**config.mk**
```make
export PLATFORM = sky130hd
export DESIGN_NAME = cp_handshake_seq
export DESIGN_NICKNAME = d
export VERILOG_FILES = /design/src/rtl/cphs_pkg.sv /design/src/rtl/cphs_gate.sv /design/src/rtl/cphs_event_arb.sv /design/src/rtl/cphs_addr_walk.sv /design/src/rtl/cp_handshake_seq.sv
export SDC_FILE = /design/constraint.sdc
export NUM_CORES = 1
export LEC_CHECK = 0
export ABC_AREA = 0
export BUFFER_PORTS_ARGS = -buffer_cell sky130_fd_sc_hd__buf_4
export CAP_MARGIN = 10
export CORE_ASPECT_RATIO = 0.8
export CORE_MARGIN = 5
export CORE_UTILIZATION = 56
export CTS_BUF_LIST = sky130_fd_sc_hd__clkbuf_16
export DETAILED_ROUTE_END_ITERATION = 8
export PLACE_DENSITY = 0.88
export SKIP_CTS_REPAIR_TIMING = 1
export SLEW_MARGIN = 15
export SYNTH_ARGS = -nofsm -noshare
export SYNTH_HDL_FRONTEND = slang
export SYNTH_SLANG_ARGS = --single-unit
```
**constraint.sdc**
```tcl
create_clock -name clk -period 5.1 [get_ports clk]
set_input_delay 0.51 -clock clk [delete_from_list [all_inputs] [get_ports clk]]
set_output_delay 0.51 -clock clk [all_outputs]
set_load 0.1 [all_outputs]
```
**src/rtl/cphs_pkg.sv**
```systemverilog
package cphs_pkg;

   typedef enum logic [2:0] {
      PH_IDLE  = 3'd0,
      PH_FIRST = 3'd1,
      PH_BUSY  = 3'd2,
      PH_INTR  = 3'd3,
      PH_DATA  = 3'd4
   } phase_e;

   typedef enum logic [1:0] {
      RP_ACCEPT = 2'd0,
      RP_BUSY   = 2'd1,
      RP_CANT   = 2'd2,
      RP_MORE   = 2'd3
   } reply_e;

   typedef enum logic [2:0] {
      OP_MOVE_TO   = 3'd0,
      OP_MOVE_FROM = 3'd1,
      OP_DATAPROC  = 3'd2,
      OP_LOAD      = 3'd3,
      OP_STORE     = 3'd4
   } op_e;

   // event slots, index 0 has the highest priority
   localparam int EV_COUNT = 3;
   localparam int EV_RESET = 0;
   localparam int EV_FIQ   = 1;
   localparam int EV_IRQ   = 2;

   function automatic logic op_is_mem(input logic [2:0] op);
      return (op == OP_LOAD) || (op == OP_STORE);
   endfunction

   function automatic logic op_is_load(input logic [2:0] op);
      return op == OP_LOAD;
   endfunction

   function automatic logic op_is_legal(input logic [2:0] op);
      return op <= OP_STORE;
   endfunction

endpackage

```
**src/rtl/cphs_gate.sv**
```systemverilog
module cphs_gate #(
   parameter int CP_NUM_W = 4
) (
   input  logic [CP_NUM_W-1:0]      cp_sel,
   input  logic [(1<<CP_NUM_W)-1:0] cp_allow,
   input  logic [2:0]               op_code,
   output logic                     grant
);
   import cphs_pkg::*;

   localparam int NUM_CP = 1 << CP_NUM_W;

   logic [NUM_CP-1:0] sel_hot;

   // one-hot decode of the coprocessor number, one slot per coprocessor
   for (genvar g = 0; g < NUM_CP; g++) begin : g_sel
      assign sel_hot[g] = (cp_sel == CP_NUM_W'(g));
   end

   assign grant = |(sel_hot & cp_allow) && op_is_legal(op_code);

endmodule

```
**src/rtl/cphs_event_arb.sv**
```systemverilog
module cphs_event_arb #(
   parameter int N = 3
) (
   input  logic [N-1:0] raw,
   input  logic [N-1:0] mask,
   output logic [N-1:0] pick,
   output logic         any
);
   logic [N-1:0] live;
   logic [N:0]   blocked;

   assign live       = raw & ~mask;
   assign blocked[0] = 1'b0;

   // fixed priority chain, lower index wins
   for (genvar g = 0; g < N; g++) begin : g_chain
      assign pick[g]      = live[g] & ~blocked[g];
      assign blocked[g+1] = blocked[g] | live[g];
   end

   assign any = blocked[N];

   always_comb begin
      assert_top_wins_R4: assert (!(live[0]) || pick[0]);
   end

endmodule

```
**src/rtl/cphs_addr_walk.sv**
```systemverilog
module cphs_addr_walk #(
   parameter int ADDR_W      = 32,
   parameter int WORD_BYTES  = 4,
   parameter bit EARLY_ABORT = 1'b1
) (
   input  logic              clk,
   input  logic              rst_n,
   input  logic              load,
   input  logic [ADDR_W-1:0] base,
   input  logic              step,
   output logic [ADDR_W-1:0] addr,
   output logic [ADDR_W-1:0] next_addr,
   output logic              wb_on_abort
);
   localparam logic [ADDR_W-1:0] STEP = ADDR_W'(WORD_BYTES);

   always_ff @(posedge clk) begin
      if (!rst_n)    addr <= '0;
      else if (load) addr <= base;
      else if (step) addr <= next_addr;
   end

   assign next_addr = addr + STEP;

   // abort model picks whether the base survives an abort
   if (EARLY_ABORT) begin : g_early
      assign wb_on_abort = 1'b0;
   end else begin : g_late
      assign wb_on_abort = 1'b1;
   end

   assert_step_word_R6: assert property (@(posedge clk) disable iff (!rst_n)
      (step && !load) |=> (addr == $past(addr) + STEP));

endmodule

```
**src/rtl/cp_handshake_seq.sv**
```systemverilog
module cp_handshake_seq #(
   parameter int ADDR_W      = 32,
   parameter int CP_NUM_W    = 4,
   parameter int WORD_BYTES  = 4,
   parameter bit EARLY_ABORT = 1'b1
) (
   input  logic                     clk,
   input  logic                     rst_n,
   input  logic                     start,
   input  logic [2:0]               op_code,
   input  logic [CP_NUM_W-1:0]      cp_sel,
   input  logic [(1<<CP_NUM_W)-1:0] cp_allow,
   input  logic                     wb_req,
   input  logic [ADDR_W-1:0]        base_addr,
   input  logic [1:0]               cp_reply,
   input  logic                     mem_abort,
   input  logic                     rst_pend,
   input  logic                     fiq_pend,
   input  logic                     fiq_mask,
   input  logic                     irq_pend,
   input  logic                     irq_mask,
   output logic [2:0]               cp_phase,
   output logic [ADDR_W-1:0]        mem_addr,
   output logic                     mem_rd,
   output logic                     mem_wr,
   output logic                     base_wb,
   output logic [ADDR_W-1:0]        base_wb_addr,
   output logic                     exc_undef,
   output logic                     exc_abort,
   output logic                     exc_fiq,
   output logic                     exc_irq,
   output logic                     exc_reset,
   output logic                     done
);
   import cphs_pkg::*;

   if (ADDR_W < 8 || ADDR_W > 64) begin : g_bad_addr_w
      $error("cp_handshake_seq: ADDR_W out of range");
   end
   if (CP_NUM_W < 1 || CP_NUM_W > 6) begin : g_bad_cp_w
      $error("cp_handshake_seq: CP_NUM_W out of range");
   end
   if (WORD_BYTES < 1 || (WORD_BYTES & (WORD_BYTES - 1)) != 0) begin : g_bad_word
      $error("cp_handshake_seq: WORD_BYTES must be a power of two");
   end

   typedef enum logic [1:0] {ST_IDLE, ST_HAND, ST_DATA} st_e;

   st_e               st_q;
   phase_e            phase_q;
   logic [2:0]        op_q;
   logic              wbreq_q;
   logic              rd_q, wr_q;
   logic              done_q, undef_q, abort_q, wb_q;
   logic [EV_COUNT-1:0] ev_q;
   logic [ADDR_W-1:0] wbaddr_q;

   logic              grant;
   logic [EV_COUNT-1:0] ev_raw, ev_mask, ev_pick;
   logic              ev_any;
   logic              walk_load, walk_step;
   logic [ADDR_W-1:0] walk_addr, walk_next;
   logic              wb_on_abort;
   reply_e            reply;
   logic              is_mem;

   assign reply  = reply_e'(cp_reply);
   assign is_mem = op_is_mem(op_q);

   cphs_gate #(.CP_NUM_W(CP_NUM_W)) u_gate (
      .cp_sel   (cp_sel),
      .cp_allow (cp_allow),
      .op_code  (op_code),
      .grant    (grant)
   );

   assign ev_raw[EV_RESET]  = rst_pend;
   assign ev_raw[EV_FIQ]    = fiq_pend;
   assign ev_raw[EV_IRQ]    = irq_pend;
   assign ev_mask[EV_RESET] = 1'b0;
   assign ev_mask[EV_FIQ]   = fiq_mask;
   assign ev_mask[EV_IRQ]   = irq_mask;

   cphs_event_arb #(.N(EV_COUNT)) u_arb (
      .raw  (ev_raw),
      .mask (ev_mask),
      .pick (ev_pick),
      .any  (ev_any)
   );

   assign walk_load = (st_q == ST_IDLE) && start && grant;
   assign walk_step = (st_q == ST_DATA) && is_mem && !mem_abort && (reply == RP_MORE);

   cphs_addr_walk #(
      .ADDR_W      (ADDR_W),
      .WORD_BYTES  (WORD_BYTES),
      .EARLY_ABORT (EARLY_ABORT)
   ) u_walk (
      .clk         (clk),
      .rst_n       (rst_n),
      .load        (walk_load),
      .base        (base_addr),
      .step        (walk_step),
      .addr        (walk_addr),
      .next_addr   (walk_next),
      .wb_on_abort (wb_on_abort)
   );

   always_ff @(posedge clk) begin
      if (!rst_n) begin
         st_q     <= ST_IDLE;
         phase_q  <= PH_IDLE;
         op_q     <= '0;
         wbreq_q  <= 1'b0;
         rd_q     <= 1'b0;
         wr_q     <= 1'b0;
         done_q   <= 1'b0;
         undef_q  <= 1'b0;
         abort_q  <= 1'b0;
         wb_q     <= 1'b0;
         ev_q     <= '0;
         wbaddr_q <= '0;
      end else begin
         done_q  <= 1'b0;
         undef_q <= 1'b0;
         abort_q <= 1'b0;
         wb_q    <= 1'b0;
         ev_q    <= '0;
         case (st_q)
            ST_IDLE: begin
               phase_q <= PH_IDLE;
               if (start) begin
                  if (grant) begin
                     st_q    <= ST_HAND;
                     phase_q <= PH_FIRST;
                     op_q    <= op_code;
                     wbreq_q <= wb_req;
                  end else begin
                     undef_q <= 1'b1;
                     done_q  <= 1'b1;
                  end
               end
            end
            ST_HAND: begin
               case (reply)
                  RP_BUSY: begin
                     if (ev_any) begin
                        phase_q <= PH_INTR;
                        ev_q    <= ev_pick;
                        done_q  <= 1'b1;
                        st_q    <= ST_IDLE;
                     end else begin
                        phase_q <= PH_BUSY;
                     end
                  end
                  RP_CANT: begin
                     phase_q <= PH_IDLE;
                     undef_q <= 1'b1;
                     done_q  <= 1'b1;
                     st_q    <= ST_IDLE;
                  end
                  default: begin
                     phase_q <= PH_DATA;
                     st_q    <= ST_DATA;
                     rd_q    <= is_mem && op_is_load(op_q);
                     wr_q    <= is_mem && !op_is_load(op_q);
                  end
               endcase
            end
            ST_DATA: begin
               if (!is_mem) begin
                  phase_q <= PH_IDLE;
                  done_q  <= 1'b1;
                  st_q    <= ST_IDLE;
               end else if (mem_abort) begin
                  phase_q  <= PH_IDLE;
                  rd_q     <= 1'b0;
                  wr_q     <= 1'b0;
                  abort_q  <= 1'b1;
                  done_q   <= 1'b1;
                  wb_q     <= wbreq_q && wb_on_abort;
                  wbaddr_q <= walk_next;
                  st_q     <= ST_IDLE;
               end else if (reply != RP_MORE) begin
                  phase_q  <= PH_IDLE;
                  rd_q     <= 1'b0;
                  wr_q     <= 1'b0;
                  done_q   <= 1'b1;
                  wb_q     <= wbreq_q;
                  wbaddr_q <= walk_next;
                  st_q     <= ST_IDLE;
               end
            end
            default: st_q <= ST_IDLE;
         endcase
      end
   end

   assign cp_phase     = phase_q;
   assign mem_addr     = walk_addr;
   assign mem_rd       = rd_q;
   assign mem_wr       = wr_q;
   assign base_wb      = wb_q;
   assign base_wb_addr = wbaddr_q;
   assign exc_undef    = undef_q;
   assign exc_abort    = abort_q;
   assign exc_reset    = ev_q[EV_RESET];
   assign exc_fiq      = ev_q[EV_FIQ];
   assign exc_irq      = ev_q[EV_IRQ];
   assign done         = done_q;

   // refused instruction never reaches the coprocessor
   assert_refuse_no_contact_R1: assert property (@(posedge clk) disable iff (!rst_n)
      (st_q == ST_IDLE && start && !grant) |=> (exc_undef && done && cp_phase == PH_IDLE));

   assert_first_phase_R2: assert property (@(posedge clk) disable iff (!rst_n)
      (st_q == ST_IDLE && start && grant) |=> (cp_phase == PH_FIRST));

   assert_intr_abandons_R3: assert property (@(posedge clk) disable iff (!rst_n)
      (cp_phase == PH_INTR) |-> (done && !mem_rd && !mem_wr));

   assert_single_event_R4: assert property (@(posedge clk) disable iff (!rst_n)
      $onehot0({exc_reset, exc_fiq, exc_irq}));

   assert_cant_undef_R5: assert property (@(posedge clk) disable iff (!rst_n)
      ((cp_phase == PH_FIRST || cp_phase == PH_BUSY) && cp_reply == RP_CANT)
      |=> (exc_undef && done && cp_phase == PH_IDLE));

   assert_strobe_in_data_R6: assert property (@(posedge clk) disable iff (!rst_n)
      (mem_rd || mem_wr) |-> (cp_phase == PH_DATA && !(mem_rd && mem_wr)));

   assert_abort_stops_R7: assert property (@(posedge clk) disable iff (!rst_n)
      ((mem_rd || mem_wr) && mem_abort) |=> (exc_abort && done && !mem_rd && !mem_wr));

   if (EARLY_ABORT) begin : g_chk_early
      assert_early_keeps_base_R8: assert property (@(posedge clk) disable iff (!rst_n)
         exc_abort |-> !base_wb);
   end

   assert_single_data_R9: assert property (@(posedge clk) disable iff (!rst_n)
      (cp_phase == PH_DATA && !mem_rd && !mem_wr) |=> (done && cp_phase == PH_IDLE));

   assert_busy_ignores_start_R10: assert property (@(posedge clk) disable iff (!rst_n)
      (cp_phase == PH_BUSY && cp_reply == RP_BUSY && !rst_pend
       && !(fiq_pend && !fiq_mask) && !(irq_pend && !irq_mask)) |=> (cp_phase == PH_BUSY && !done));

endmodule

```
==> metrics.txt <==
via count around 4700; status finished clean; max incr delay on CP between 800 and 900 ps; Async SR Flop Fraction 0; clk buf depth 2; register clock-pin slew on the reported worst setup and hold paths approximately 60 ps; min setup slack post-route ~2400 ps; Max IR drop VDD 172 uV; clock latency on the worst-skew pair about 340 ps; CP Capture Type register; EDFF count, synth 0; Mapped Nets 620; vias in the first global route ~4300; Synth cell types 64; slowest CP cell a21oi_2; Worst setup SP type register; CP Max Fanout 17; filler instances 608; Setup violations, final 0; Setup Skew between 6 and 7 ps; Root Driver clkbuf_16; Worst EP required around 5400 ps; Seq/Total Area, Yosys 0.340; Mapped Cells roughly 540; register bit total from synthesis between 80 and 90; fmax 370 MHz; internal power between 1 and 1.5 mW; max_slew headroom 0.313; RSZ-0062 raised after global routing no; final worst path period share 0.531; Yosys warning total 0; Setup CP Type register to register; pwr/cell area 319 nW/um^2; die area 10600 sq um; CTS buffer count 9; Port Buf Inserts 142; Setup WS pre-CTS around 2200 ps; CTS tree done; Avg WL per Cell ~18 microns; sw power about 0.63 mW; antenna viol nets, final 0; overflow left after global routing 0; # diodes 0; largest net degree at the start of global routing around 60; most used cell along the critical path nand4b_1; # DRC 0; Core Area 8450 sq um; Final min period approximately 2700 ps; vias per cell a little over 6; synthesized cell area around 4800 sq um; global-route wire length before repair 22100 microns; Starting Density 0.571; power share of the clock group 0.401; total track usage 0.260; initial antenna violation count 0; Leak 2.22 nW; area grow syn2layout 27.4%; worst-margin pin slew approximately 1000 ps; total of max-cap violations 0; crit path DAT 2980 ps; max-slew violation count 0; Final Util 0.728; Fin. Hold Viols 0; leading post-synthesis cells by cell area dfxtp_1 (34%), a211oi_2 (6.2%), xnor2_1 (5.4%), a21oi_2 (4.5%), a211oi_1 (3.7%); Final HPWL DP between 9000 and 10000 microns; top_reg_cell synth dfxtp_1; Ports between 100 and 150; DRC violation total after the first TritonRoute iteration roughly 380; share of cells above drive strength 1 0.344; Comb power frac 0.230; worst hold path class input port to register; Seq pwr share 0.370; Die Ht roughly 93 microns; aggregate negative setup slack 0 ps; Mapped Avg Cell Area 8.88 sq um; Chip Width between 100 and 150 microns; most common cell in the netlist dfxtp_1; Final Wtd Congestion between 0.8 and 0.9; Net Sw Frac 0.322; Critical Path, Cell by Cell inv_1 > ha_1 > nand4b_1 > a21oi_2 > nor2_1 > or3_1 > nand4b_1; top cells by count, synth dfxtp_1 (82), nor2_1 (42), nand2_1 (36), nand3_1 (30), xnor2_1 (30); DRT Wirelength 14100 microns; final net count ~730; H-tree levels 3; dominant cell type by area after synthesis dfxtp_1; # clock sinks 82; drt first pass iters 5; Rows 30; Synth top area share 0.340
==> placed cells by master, fill, tap and decap left out, drive strengths merged, types with 3 or more instances in the layout <==
cell type / n
inv: 11
ha: 10
nand2: 37
o21ai: 23
xor2: 20
a311oi: 9
dfxtp: 82
nor4b: 3
buf: 145
bufinv: 4
a21oi: 50
clkbuf: 9
nand4: 16
and4: 6
nor4: 15
nor2: 44
xnor2: 30
or3: 5
a211oi: 48
and3: 9
nand3: 31
nor2b: 6
nor3: 12
==> final cells by class <==
class                      instances  area, sq um  share of cell area
clock inverter                     5          129              0.0210
inverter                          11         41.3             0.00672
multi-input combinational        405         2880               0.469
clock buffer                       9          225              0.0366
timing repair buffer             145         1090               0.177
sequential                        82         1640               0.267
tap                              112          140              0.0228
==> cells by family after synthesis <==
group | synth area share
xor gates and xnor gates | 0.0908
buffers and inverters | 0.0649
DFF | 0.340
muxes | 0.0148
AOI/OAI and AO/OA | 0.233
and+or+nand+nor | 0.230
adders and majority gates | 0.0259
==> through the flow <==
| stage | area [sq um] | power (mW) | instances | hold slack [ps] |
|---|---|---|---|---|
| after global routing | 6150 | 2.02 | 769 | 365 |
| after floorplan | 4820 | 1.07 | 543 | 444 |
| after global placement | 5790 | 1.18 | 755 | 444 |
| after CTS | 6150 | 1.96 | 769 | 367 |
| final | 6150 | 1.96 | 769 | 373 |
| after detailed placement | 5790 | 1.18 | 755 | 450 |
==> worst max-delay path: cells and delay by family, from the launching register on <==
kind,cells,cell delay [ps]
AND/OR/NAND/NOR,4,970
adder cells (fa/ha/maj),1,330
flip-flops,1,370
AO/OA/AOI/OAI,1,860
buffers and inverters,1,120
==> routing by layer <==
layer	share of wire	vias to the layer above	global-route usage	wire length (microns)
li1	-	2205	-	-
met1	0.42	2200	0.352	5950
met2	0.46	246	0.413	6490
met3	0.11	16	0.0737	1560
met4	0.010	0	0.0601	146
met5	0	-	0	0
==> power by group through the flow <==
stage,sequential (mW),clock (mW),combinational (mW)
2_1_floorplan,0.898,0,0.173
3_3_place_gp,0.734,0,0.441
3_5_place_dp,0.736,0,0.448
6_report,0.725,0.785,0.450
5_1_grt,0.730,0.818,0.470
4_1_cts,0.723,0.787,0.450
==> final timing paths <==
path	from	end	slack, ps	depth (start not counted)
hold reg to reg	base_wb_addr[0]	base_wb_addr[0]	460	2
hold / removal	rst_pend	ev_q[1]	370	2
setup / recovery	st_q[0]	st_q[1]	2390	7
setup reg to reg	st_q[0]	st_q[1]	2390	7
==> registers in the layout (all words and copies together) (netlist names) <==
signal,count
mem_rd,1
exc_abort,1
base_wb,1
mem_wr,1
ev_q,3
u_walk.addr,32
wbreq_q,1
op_q,3
done,1
cp_phase,3
st_q,2
exc_undef,1
base_wb_addr,32
(Power assumes the default switching activity.)
